[src/rtl/csdec_pkg.sv]
package csdec_pkg;
  // Four devices: two buses with two chip selects each
  localparam int N_TGT = 4;
  localparam int TGT_W = 2;
  localparam int IDX_W = 3;
  // Write index that targets the command start-address register
  localparam logic [IDX_W-1:0] WR_IDX_CMD = 3'd4;

  typedef enum logic [TGT_W-1:0] {
    TGT_A1 = 2'd0,
    TGT_A2 = 2'd1,
    TGT_B1 = 2'd2,
    TGT_B2 = 2'd3
  } tgt_e;
endpackage

[src/rtl/csdec_regs.sv]
module csdec_regs
  import csdec_pkg::*;
#(
  parameter int ADDR_W = 32,
  parameter logic [ADDR_W-1:0] WIN_BASE = '0
) (
  input  logic                          clk,
  input  logic                          rst,
  input  logic                          base_int,
  input  logic                          wr_en,
  input  logic [IDX_W-1:0]              wr_idx,
  input  logic [ADDR_W-1:0]             wr_data,
  output logic [N_TGT-1:0][ADDR_W-1:0]  top_q,
  output logic [ADDR_W-1:0]             cmd_q
);

  // Empty-window reset value: offset 0 when base is added, else absolute base
  logic [ADDR_W-1:0] rst_top;
  assign rst_top = base_int ? '0 : WIN_BASE;

  for (genvar i = 0; i < N_TGT; i++) begin : g_top
    logic hit;
    assign hit = wr_en && (wr_idx == IDX_W'(i));
    always_ff @(posedge clk) begin
      if (rst)      top_q[i] <= rst_top;
      else if (hit) top_q[i] <= wr_data;
    end
  end

  always_ff @(posedge clk) begin
    if (rst)                                  cmd_q <= '0;
    else if (wr_en && wr_idx == WR_IDX_CMD)   cmd_q <= wr_data;
  end


  cmd_load_chk: assert property (@(posedge clk) disable iff (rst)
    (wr_en && wr_idx == WR_IDX_CMD) |=> (cmd_q == $past(wr_data) && $stable(top_q)));


  ignored_idx_chk: assert property (@(posedge clk) disable iff (rst)
    (wr_en && wr_idx > WR_IDX_CMD) |=> ($stable(top_q) && $stable(cmd_q)));

endmodule

[src/rtl/csdec_match.sv]
module csdec_match
  import csdec_pkg::*;
#(
  parameter int ADDR_W = 32,
  parameter logic [ADDR_W-1:0] WIN_BASE = '0
) (
  input  logic                          base_int,
  input  logic [ADDR_W-1:0]             addr,
  input  logic [N_TGT-1:0][ADDR_W-1:0]  top_q,
  output logic                          hit,
  output logic [TGT_W-1:0]              win_idx,
  output logic [ADDR_W-1:0]             offset
);

  logic [N_TGT-1:0][ADDR_W-1:0] eff_top;
  logic [N_TGT-1:0][ADDR_W-1:0] start;
  logic [N_TGT-1:0]             in_rgn;

  for (genvar i = 0; i < N_TGT; i++) begin : g_cmp
    assign eff_top[i] = base_int ? (WIN_BASE + top_q[i]) : top_q[i];
    if (i == 0) begin : g_first
      assign start[i] = WIN_BASE;
    end else begin : g_next
      assign start[i] = eff_top[i-1];
    end
    assign in_rgn[i] = (addr >= start[i]) && (addr < eff_top[i]);
  end

  // Lowest index has priority
  always_comb begin
    hit     = 1'b0;
    win_idx = '0;
    for (int i = N_TGT - 1; i >= 0; i--) begin
      if (in_rgn[i]) begin
        hit     = 1'b1;
        win_idx = TGT_W'(i);
      end
    end
    offset = addr - start[win_idx];
  end

endmodule

[src/rtl/csdec_top.sv]
module csdec_top
  import csdec_pkg::*;
#(
  parameter int ADDR_W = 32,
  parameter logic [ADDR_W-1:0] WIN_BASE = 32'h2000_0000
) (
  input  logic              clk,
  input  logic              rst,
  input  logic              base_int,
  input  logic              wr_en,
  input  logic [IDX_W-1:0]  wr_idx,
  input  logic [ADDR_W-1:0] wr_data,
  input  logic              rd_valid,
  input  logic [ADDR_W-1:0] rd_addr,
  output logic [ADDR_W-1:0] flash_cmd_addr,
  output logic              out_vld,
  output logic [N_TGT-1:0]  out_sel,
  output logic              out_bus,
  output logic              out_cs,
  output logic [ADDR_W-1:0] out_offset,
  output logic              out_invalid
);

  logic [N_TGT-1:0][ADDR_W-1:0] top_q;
  logic                         hit;
  logic [TGT_W-1:0]             win_idx;
  logic [ADDR_W-1:0]            offset;

  csdec_regs #(.ADDR_W(ADDR_W), .WIN_BASE(WIN_BASE)) u_regs (
    .clk(clk), .rst(rst), .base_int(base_int),
    .wr_en(wr_en), .wr_idx(wr_idx), .wr_data(wr_data),
    .top_q(top_q), .cmd_q(flash_cmd_addr)
  );

  csdec_match #(.ADDR_W(ADDR_W), .WIN_BASE(WIN_BASE)) u_match (
    .base_int(base_int), .addr(rd_addr), .top_q(top_q),
    .hit(hit), .win_idx(win_idx), .offset(offset)
  );

  // One-cycle registered result stage
  always_ff @(posedge clk) begin
    if (rst) begin
      out_vld     <= 1'b0;
      out_sel     <= '0;
      out_bus     <= 1'b0;
      out_cs      <= 1'b0;
      out_offset  <= '0;
      out_invalid <= 1'b0;
    end else begin
      out_vld <= rd_valid;
      if (rd_valid) begin
        out_invalid <= !hit;
        out_sel     <= hit ? (N_TGT'(1) << win_idx) : '0;
        out_bus     <= hit & win_idx[1];
        out_cs      <= hit & win_idx[0];
        out_offset  <= hit ? offset : '0;
      end
    end
  end


  sel_onehot_chk: assert property (@(posedge clk) disable iff (rst)
    $onehot0(out_sel));


  invalid_quiet_chk: assert property (@(posedge clk) disable iff (rst)
    (out_vld && out_invalid) |-> (out_sel == '0 && out_offset == '0 && !out_bus && !out_cs));


  sel_matches_bus_cs_chk: assert property (@(posedge clk) disable iff (rst)
    (out_vld && !out_invalid) |-> out_sel[{out_bus, out_cs}]);


  vld_latency_chk: assert property (@(posedge clk) disable iff (rst)
    rd_valid |=> out_vld);


  vld_idle_chk: assert property (@(posedge clk) disable iff (rst)
    !rd_valid |=> !out_vld);

endmodule

[config.mk]
export PLATFORM = sky130hd
export DESIGN_NAME = csdec_top
export DESIGN_NICKNAME = d
export VERILOG_FILES = /design/src/rtl/csdec_pkg.sv /design/src/rtl/csdec_regs.sv /design/src/rtl/csdec_match.sv /design/src/rtl/csdec_top.sv
export SDC_FILE = /design/constraint.sdc
export NUM_CORES = 1
export LEC_CHECK = 0
export BUFFER_PORTS_ARGS = -buffer_cell sky130_fd_sc_hd__buf_2
export CAP_MARGIN = 10
export CORE_MARGIN = 2
export CORE_UTILIZATION = 50
export CTS_BUF_LIST = sky130_fd_sc_hd__clkbuf_4 sky130_fd_sc_hd__clkbuf_8
export DETAILED_ROUTE_END_ITERATION = 10
export MAX_ROUTING_LAYER = met4
export PLACE_DENSITY = 0.7
export SYNTH_ARGS = -nofsm -noshare
export SYNTH_HDL_FRONTEND = slang
export SYNTH_HIERARCHICAL = 1
export SYNTH_SLANG_ARGS = --single-unit
[constraint.sdc]
create_clock -name clk -period 10.3 [get_ports clk]
set_clock_uncertainty 0.15 [all_clocks]
set_input_delay 2.06 -clock clk [delete_from_list [all_inputs] [get_ports clk]]
set_output_delay 2.06 -clock clk [all_outputs]
set_load 0.05 [all_outputs]
# After elaboration in Yosys (flattened, before gate mapping)
# Index checks and enable logic that the tools add are counted.
word_totals:
  in_bits: 72
  ff_bits: 200
  mem_count: 0
  latchBits: 0
  ramBits: 0
  out_inout_bits: 72
  rom_bits: 0
  elab_cells: 72
classes:
  n_div: 0
  n_eq_ne: 4
  shifts: 1
  magnitude_cmp: 9
  mux: 25
  n_bitwise: 2
  reduce_logical: 15
  mul: 0
  n_addsub: 5
ops:
  columns: ["cell", "count"]
  rows:
  - ["$mux W32", 14]
  - ["$add A30 B32 Y32 const A", 4]
  - ["$lt A32 B32 Y1", 4]
  - ["$ge A32 B32 Y1", 3]
  - ["$bmux W32 S2", 1]
  - ["$ge A32 B30 Y1 const B", 1]
  - ["$sub A32 B32 Y32", 1]
  - ["$mux W30", 1]
  - ["$logic_and A1 B1 Y1", 9]
  - ["$mux W2", 4]
  - ["$reduce_bool A2 Y1", 4]
  - ["$eq A3 B2 Y1 const B", 2]
  - ["$mux W1", 4]
  - ["$mux W4", 1]
  - ["$shl A1 B2 Y4 const A", 1]
  - ["$eq A3 B1 Y1 const B", 1]
  - ["$eq A3 B3 Y1 const B", 1]
  - ["$logic_not A3 Y1", 1]
  - ["$lt A2 B3 Y1 const B", 1]
  - ["$and A1 B1 Y1", 2]
  - ["$logic_not A1 Y1", 1]

# Depth between registers and ports, before layout
logic_depth:
  word_depth: 12
  mapped_depth: 29
  mapped_depth_nobuf: 27

# Cells and area by module
# The synthesis kept the hierarchy.
modules_own_cells:
  columns: ["mod", "cells_each", "n_inst", "seq_area_each_um2", "area_each_um2"]
  rows:
  - ["csdec_regs", 278, 1, 4484.3, 5529.1]
  - ["csdec_match", 786, 1, 0.0, 5520.3]
  - ["csdec_top", 174, 1, 800.8, 1774.2]

# Worst setup path after synthesis
# Ideal clock, no wire load.
synth_timing:
  kind: "input-to-reg"
  startpoint: "input base_int"
  endpoint: "register out_offset[31]"
  slack_ns: 2.398
  setup_time_ns: 0.071
  required_ns: 10.079
  t_arrival_ns: 7.681
  cell_stages: 26
  n_path_buf: 2
  path_cell_list: "buf_1 -> nand2_1 -> xor2_1 -> ha_1 -> nand4_1 -> or4_1 -> or3_1 -> nor4b_2 -> o211ai_2 -> a21boi_4 -> clkbuf_2 -> o21ai_0 -> a22oi_1 -> ha_1 -> and2_1 -> or2_2 -> nand4bb_1 -> a211oi_2 -> o221a_2 -> o21ai_1 -> nor2b_1 -> a311oi_1 -> o21ai_0 -> xnor2_1 -> nand3_1 -> a21oi_1"
synth_between:
  elab_chain_len: 11
  word_cells_on_any_way: 27
  cone_classes: "add/sub (1); order compare (7); mux (15); reduce/logical (4)"
synth_rtl:
  columns: ["item", "line_no", "rtl"]
  rows:
  - ["start, declared", "csdec_top.sv:9", "input logic base_int,"]
  - ["$mux W32", "csdec_match.sv:20", "assign eff_top[i] = base_int ? (WIN_BASE + top_q[i]) : top_q[i];"]
  - ["$ge A32 B32 Y1 / $lt A32 B32 Y1 (equally long branches)", "csdec_match.sv:26", "assign in_rgn[i] = (addr >= start[i]) && (addr < eff_top[i]);"]
  - ["$logic_and A1 B1 Y1", "csdec_match.sv:26", null]
  - ["$mux W2 (4 in a row)", "csdec_match.sv:34", "if (in_rgn[i]) begin"]
  - ["$bmux W32 S2 *", "csdec_match.sv:39", "offset = addr - start[win_idx];"]
  - ["$mux W32 (not written as such) *", "csdec_match.sv:39", null]
  - ["$sub A32 B32 Y32 *", "csdec_match.sv:39", null]
  - ["via offset[31]", "csdec_top.sv:27", "logic [ADDR_W-1:0] offset;"]
  - ["$mux W32 *", "csdec_top.sv:56", "out_offset <= hit ? offset : '0;"]
  - ["end signal, assigned", "csdec_top.sv:56", null]
  - ["end, declared", "csdec_top.sv:20", "output logic [ADDR_W-1:0] out_offset,"]
# The timed path passes the listed nets; every way through them passes the cells marked *. The select of a mux whose other input is x is not followed.
# A chain may end at the register's enable or synchronous reset.

# Final worst setup path
layout_timing:
  startpoint: "input base_int"
  endpoint: "register out_offset[16]"
layout_between:
  elab_chain_len: 11
  word_cells_on_any_way: 27
  cone_classes: "add/sub (1); order compare (7); mux (15); reduce/logical (4)"
layout_rtl:
  columns: ["item", "line_no", "rtl"]
  rows:
  - ["$mux W32", "csdec_match.sv:20", null]
  - ["$ge A32 B32 Y1 / $lt A32 B32 Y1 (equally long branches)", "csdec_match.sv:26", null]
  - ["$logic_and A1 B1 Y1", "csdec_match.sv:26", null]
  - ["$mux W2 (3 in a row)", "csdec_match.sv:34", null]
  - ["$mux W2 *", "csdec_match.sv:34", null]
  - ["via win_idx[0]", "csdec_top.sv:26", "logic [TGT_W-1:0] win_idx;"]
  - ["$bmux W32 S2 *", "csdec_match.sv:39", null]
  - ["$mux W32 (not written as such) *", "csdec_match.sv:39", null]
  - ["$sub A32 B32 Y32 *", "csdec_match.sv:39", null]
  - ["via offset[16]", "csdec_top.sv:27", null]
  - ["$mux W32 *", "csdec_top.sv:56", null]
# Marked as above.

==> impl_metrics.tcl <==
set metrics [dict create \
    status "finished, final reports clean" \
    synth-xor-area-share_pct 2.39 \
    cts_setup_buffers 0 \
    max_freq_ghz 0.120 \
    power.share.switching_pct 39.1 \
    seq_area_frac_synth_pct 41.2 \
    antenna_left 0 \
    ios 144 \
    numPortBuffers 143 \
    syn2layout_area_growth_pct 10.0 \
    wl_per_cell_microns 18.7 \
    switching_power_mw 0.949 \
    crit_required_ns 10.56 \
    synth_compound_area_share_pct 14.3 \
    r2r_end "out_offset[16]" \
    worstHoldPathType "reg2reg" \
    intPower_mw 1.48 \
    worstHoldStart "out_sel[0]" \
    clock_path_buffers 2 \
    postCtsHoldBufs 0 \
    critPathBufInv 1 \
    clock_power_share_pct 21.8 \
    power_frac_comb_pct 37.9 \
    grt_antenna_before_repair 1 \
    cts_resized 0 \
    slowest_stage "a21boi_4" \
    synth.area.mux_share_pct 4.35 \
    globalRouteTotalUtil_pct 24.7 \
    crit_arrival_ns 8.59 \
    drive_above_1_share_pct 19.5 \
    worstHoldPathCells 2 \
    vias_per_cell 5.68 \
    drt-total-wl_microns 31900 \
    die_y_microns 164 \
    path_max_fanout 31 \
    p_leak_nw 6.33 \
    worstSetupEndpointType "register" \
    fin_crit_sh_pct 80.9 \
    reg2reg_slack_ns 3.25 \
    max-cap-violations 0 \
    drt_first_pass_iters 5 \
    slew_headroom_pct 28.3 \
    critPathMaxStageDelay_ns 0.67 \
    drc 0 \
    clkSinkCount 200 \
    sequentialPowerShare_pct 40.3 \
    hold-path-endpoint "out_sel[0]" \
    synthesis.nets 1473 \
    cp-start-kind "primary input" \
    ys_seq_elements 200 \
    root_buffer "clkbuf_8" \
    ff2ff_path_depth 24 \
    grt_pass1_vias 9047 \
    synth-main-ff-cell "edfxtp_1" \
    worstMarginPinSlew_ns 1.08 \
    hold_viol_final 0 \
    rsz0062_at_grt "no" \
    rows 58 \
    finalMaxSlewViolations 0 \
    gr-total-overflow 0 \
    initial_core_util_pct 50.9 \
    synth_edf_count 128 \
    yosysWarnings 6 \
    die_area_sq_um 26900 \
    vias 9696 \
    synth_cells 1238 \
    synthArstFlopShare_pct 0 \
    avgSynthCellArea_sq_um 10.4 \
    clock_latency_ns 0.48 \
    reg2reg_from "u_regs/top_q[94]" \
    synthAdderAreaFrac_pct 16.0 \
    vdd_drop_max_v 0.000132 \
    die_w_microns 164 \
    grt_start_max_net_pins 80 \
    tns_ns 0 \
    cts_buffers 17 \
    worst_slack_ns 1.97 \
    p_per_area_nw_per_um2 172 \
    nets 1598 \
    clkTransAtPathRegs_ns 0.11 \
    gp_congestion 0.919 \
    preCtsSetupSlack_ns 1.63 \
    cts_htree_levels 4 \
    cts_tree "yes" \
    drtIter0Drc 1012 \
    hpwl_microns 23900 \
    finalCriticalPeriod_ns 8.33 \
    syn-cell-area_sq_um 12800 \
    synth_top_family_by_area "adder cells" \
    yosys.area_share.simple_pct 15.1 \
    critPathKind "in2reg" \
    cpLargestDelayFamily "compound AO/OA/AOI/OAI gates" \
    grt_first_pass_wirelength_microns 49400 \
    core_area_sq_um 25200 \
    synth.distinct_cells 68 \
    finalSetupViolCount 0 \
]
==> sequential cells by signal (all words and copies together) (netlist names) <==
signal / cells
u_regs/cmd_q: 32
out_offset: 32
out_sel: 4
out_vld: 1
u_regs/top_q: 128
out_bus: 1
out_cs: 1
out_invalid: 1
==> how the worst max path moves through the flow <==
stage,slack (ns),end,from,depth (start not counted)
finish,1.97,out_offset[16],base_int,25
global route,1.51,out_offset[31],base_int,25
CTS,2.13,out_offset[31],base_int,26
detailed placement,1.63,out_offset[31],base_int,26
global placement,1.72,out_offset[16],base_int,25
floorplan,2.40,out_offset[31],base_int,26
==> synth_stat cells, types with 7 or more instances <==
cell / n / area share (%)
a211oi_1: 7 / 0.41
mux2i_1: 10 / 0.78
buf_2: 13 / 0.51
nand2_1: 66 / 1.9
ha_1: 162 / 16
inv_1: 137 / 4.0
a21o_1: 26 / 1.5
nor2b_1: 75 / 3.7
a22oi_1: 28 / 1.6
nor2_1: 28 / 0.82
edfxtp_1: 128 / 30
dfxtp_1: 72 / 11
a21oi_1: 84 / 3.3
a21oi_2: 18 / 1.2
o21ai_0: 61 / 2.4
nand3_1: 30 / 1.2
nand2b_1: 48 / 2.3
xnor2_1: 26 / 1.8
mux2_4: 29 / 3.4
clkbuf_1: 14 / 0.41
xor2_1: 9 / 0.61
nand3_2: 18 / 1.4
nand4_1: 31 / 1.5
==> kinds of logic (layout without fill, tap and decap cells) <==
group | Yosys count | after routing
compound gates | 282 | 282
other cells | 0 | 1
flops | 200 | 200
buf+inv | 182 | 320
simple gates | 335 | 335
mux | 41 | 41
xor+xnor | 35 | 35
fa+ha+maj | 163 | 163
==> placed cells by master, fill, tap and decap left out, drive strengths merged, types with 10 or more instances in the layout <==
cell    netlist  layout
edfxtp      128     128
xnor2        26      26
a22oi        28      28
dfxtp        72      72
clkbuf       16      18
ha          162     162
o21ai        64      64
nand3        48      48
mux2i        10      10
mux2         31      31
inv         137     145
a21o         26      26
nand2b       48      48
buf          29     151
nand4        32      32
a21oi       102     102
nor2         28      28
nor2b        75      75
nand2        66      66
==> metal layers <==
| metal | part of all wire, % | wire, microns | GRT usage [%] | vias up |
|---|---|---|---|---|
| met4 | 1.9 | 596 | 7.34 | 0 |
| li1 | - | - | - | 4700 |
| met1 | 48 | 15300 | 35.6 | 4576 |
| met2 | 43 | 13700 | 35.8 | 375 |
| met5 | 0 | 0 | - | - |
| met3 | 7.4 | 2360 | 3.81 | 45 |
==> stage by stage <==
| step | std cells | utilization (%) | hold WS (ns) | area (sq um) | power, mW |
|---|---|---|---|---|---|
| global placement | 1674 | 54.4 | 0.301 | 13700 | 1.89 |
| floorplan | 1238 | - | 0.540 | 12800 | 1.69 |
| finish | 1707 | 56.0 | 0.322 | 14100 | 2.43 |
| CTS | 1706 | 56.0 | 0.324 | 14100 | 2.43 |
| global route | 1707 | 56.0 | 0.344 | 14100 | 2.57 |
| detailed placement | 1674 | 54.4 | 0.306 | 13700 | 1.90 |
==> worst reg2reg max path, delay by kind of cell (launching register included) <==
family,cells,cell delay (ns)
adder cells (fa/ha/maj),4,1.28
flip-flops,1,0.43
multiplexers,2,0.39
AND/OR/NAND/NOR,6,1.67
AO/OA/AOI/OAI,12,3.05
==> cell type report <==
cell class,instances,area (sq um)
clock inverter,14,179
timing repair buffer,151,778
sequential,200,5290
inverter,137,514
multi-input combinational,856,6700
antenna,1,2.50
tap,330,413
clock buffer,18,241
fill,2277,11100
==> power by group through the flow <==
| stage | Sequential (mW) | Combinational [mW] | Clock, mW |
|---|---|---|---|
| 2_1_floorplan | 1.10 | 0.589 | 0 |
| 3_3_place_gp | 0.995 | 0.894 | 0 |
| 6_report | 0.977 | 0.921 | 0.529 |
| 3_5_place_dp | 0.996 | 0.906 | 0 |
| 4_1_cts | 0.977 | 0.912 | 0.541 |
| 5_1_grt | 0.986 | 1.01 | 0.568 |
Note: power is estimated with default switching activity, not from simulation.
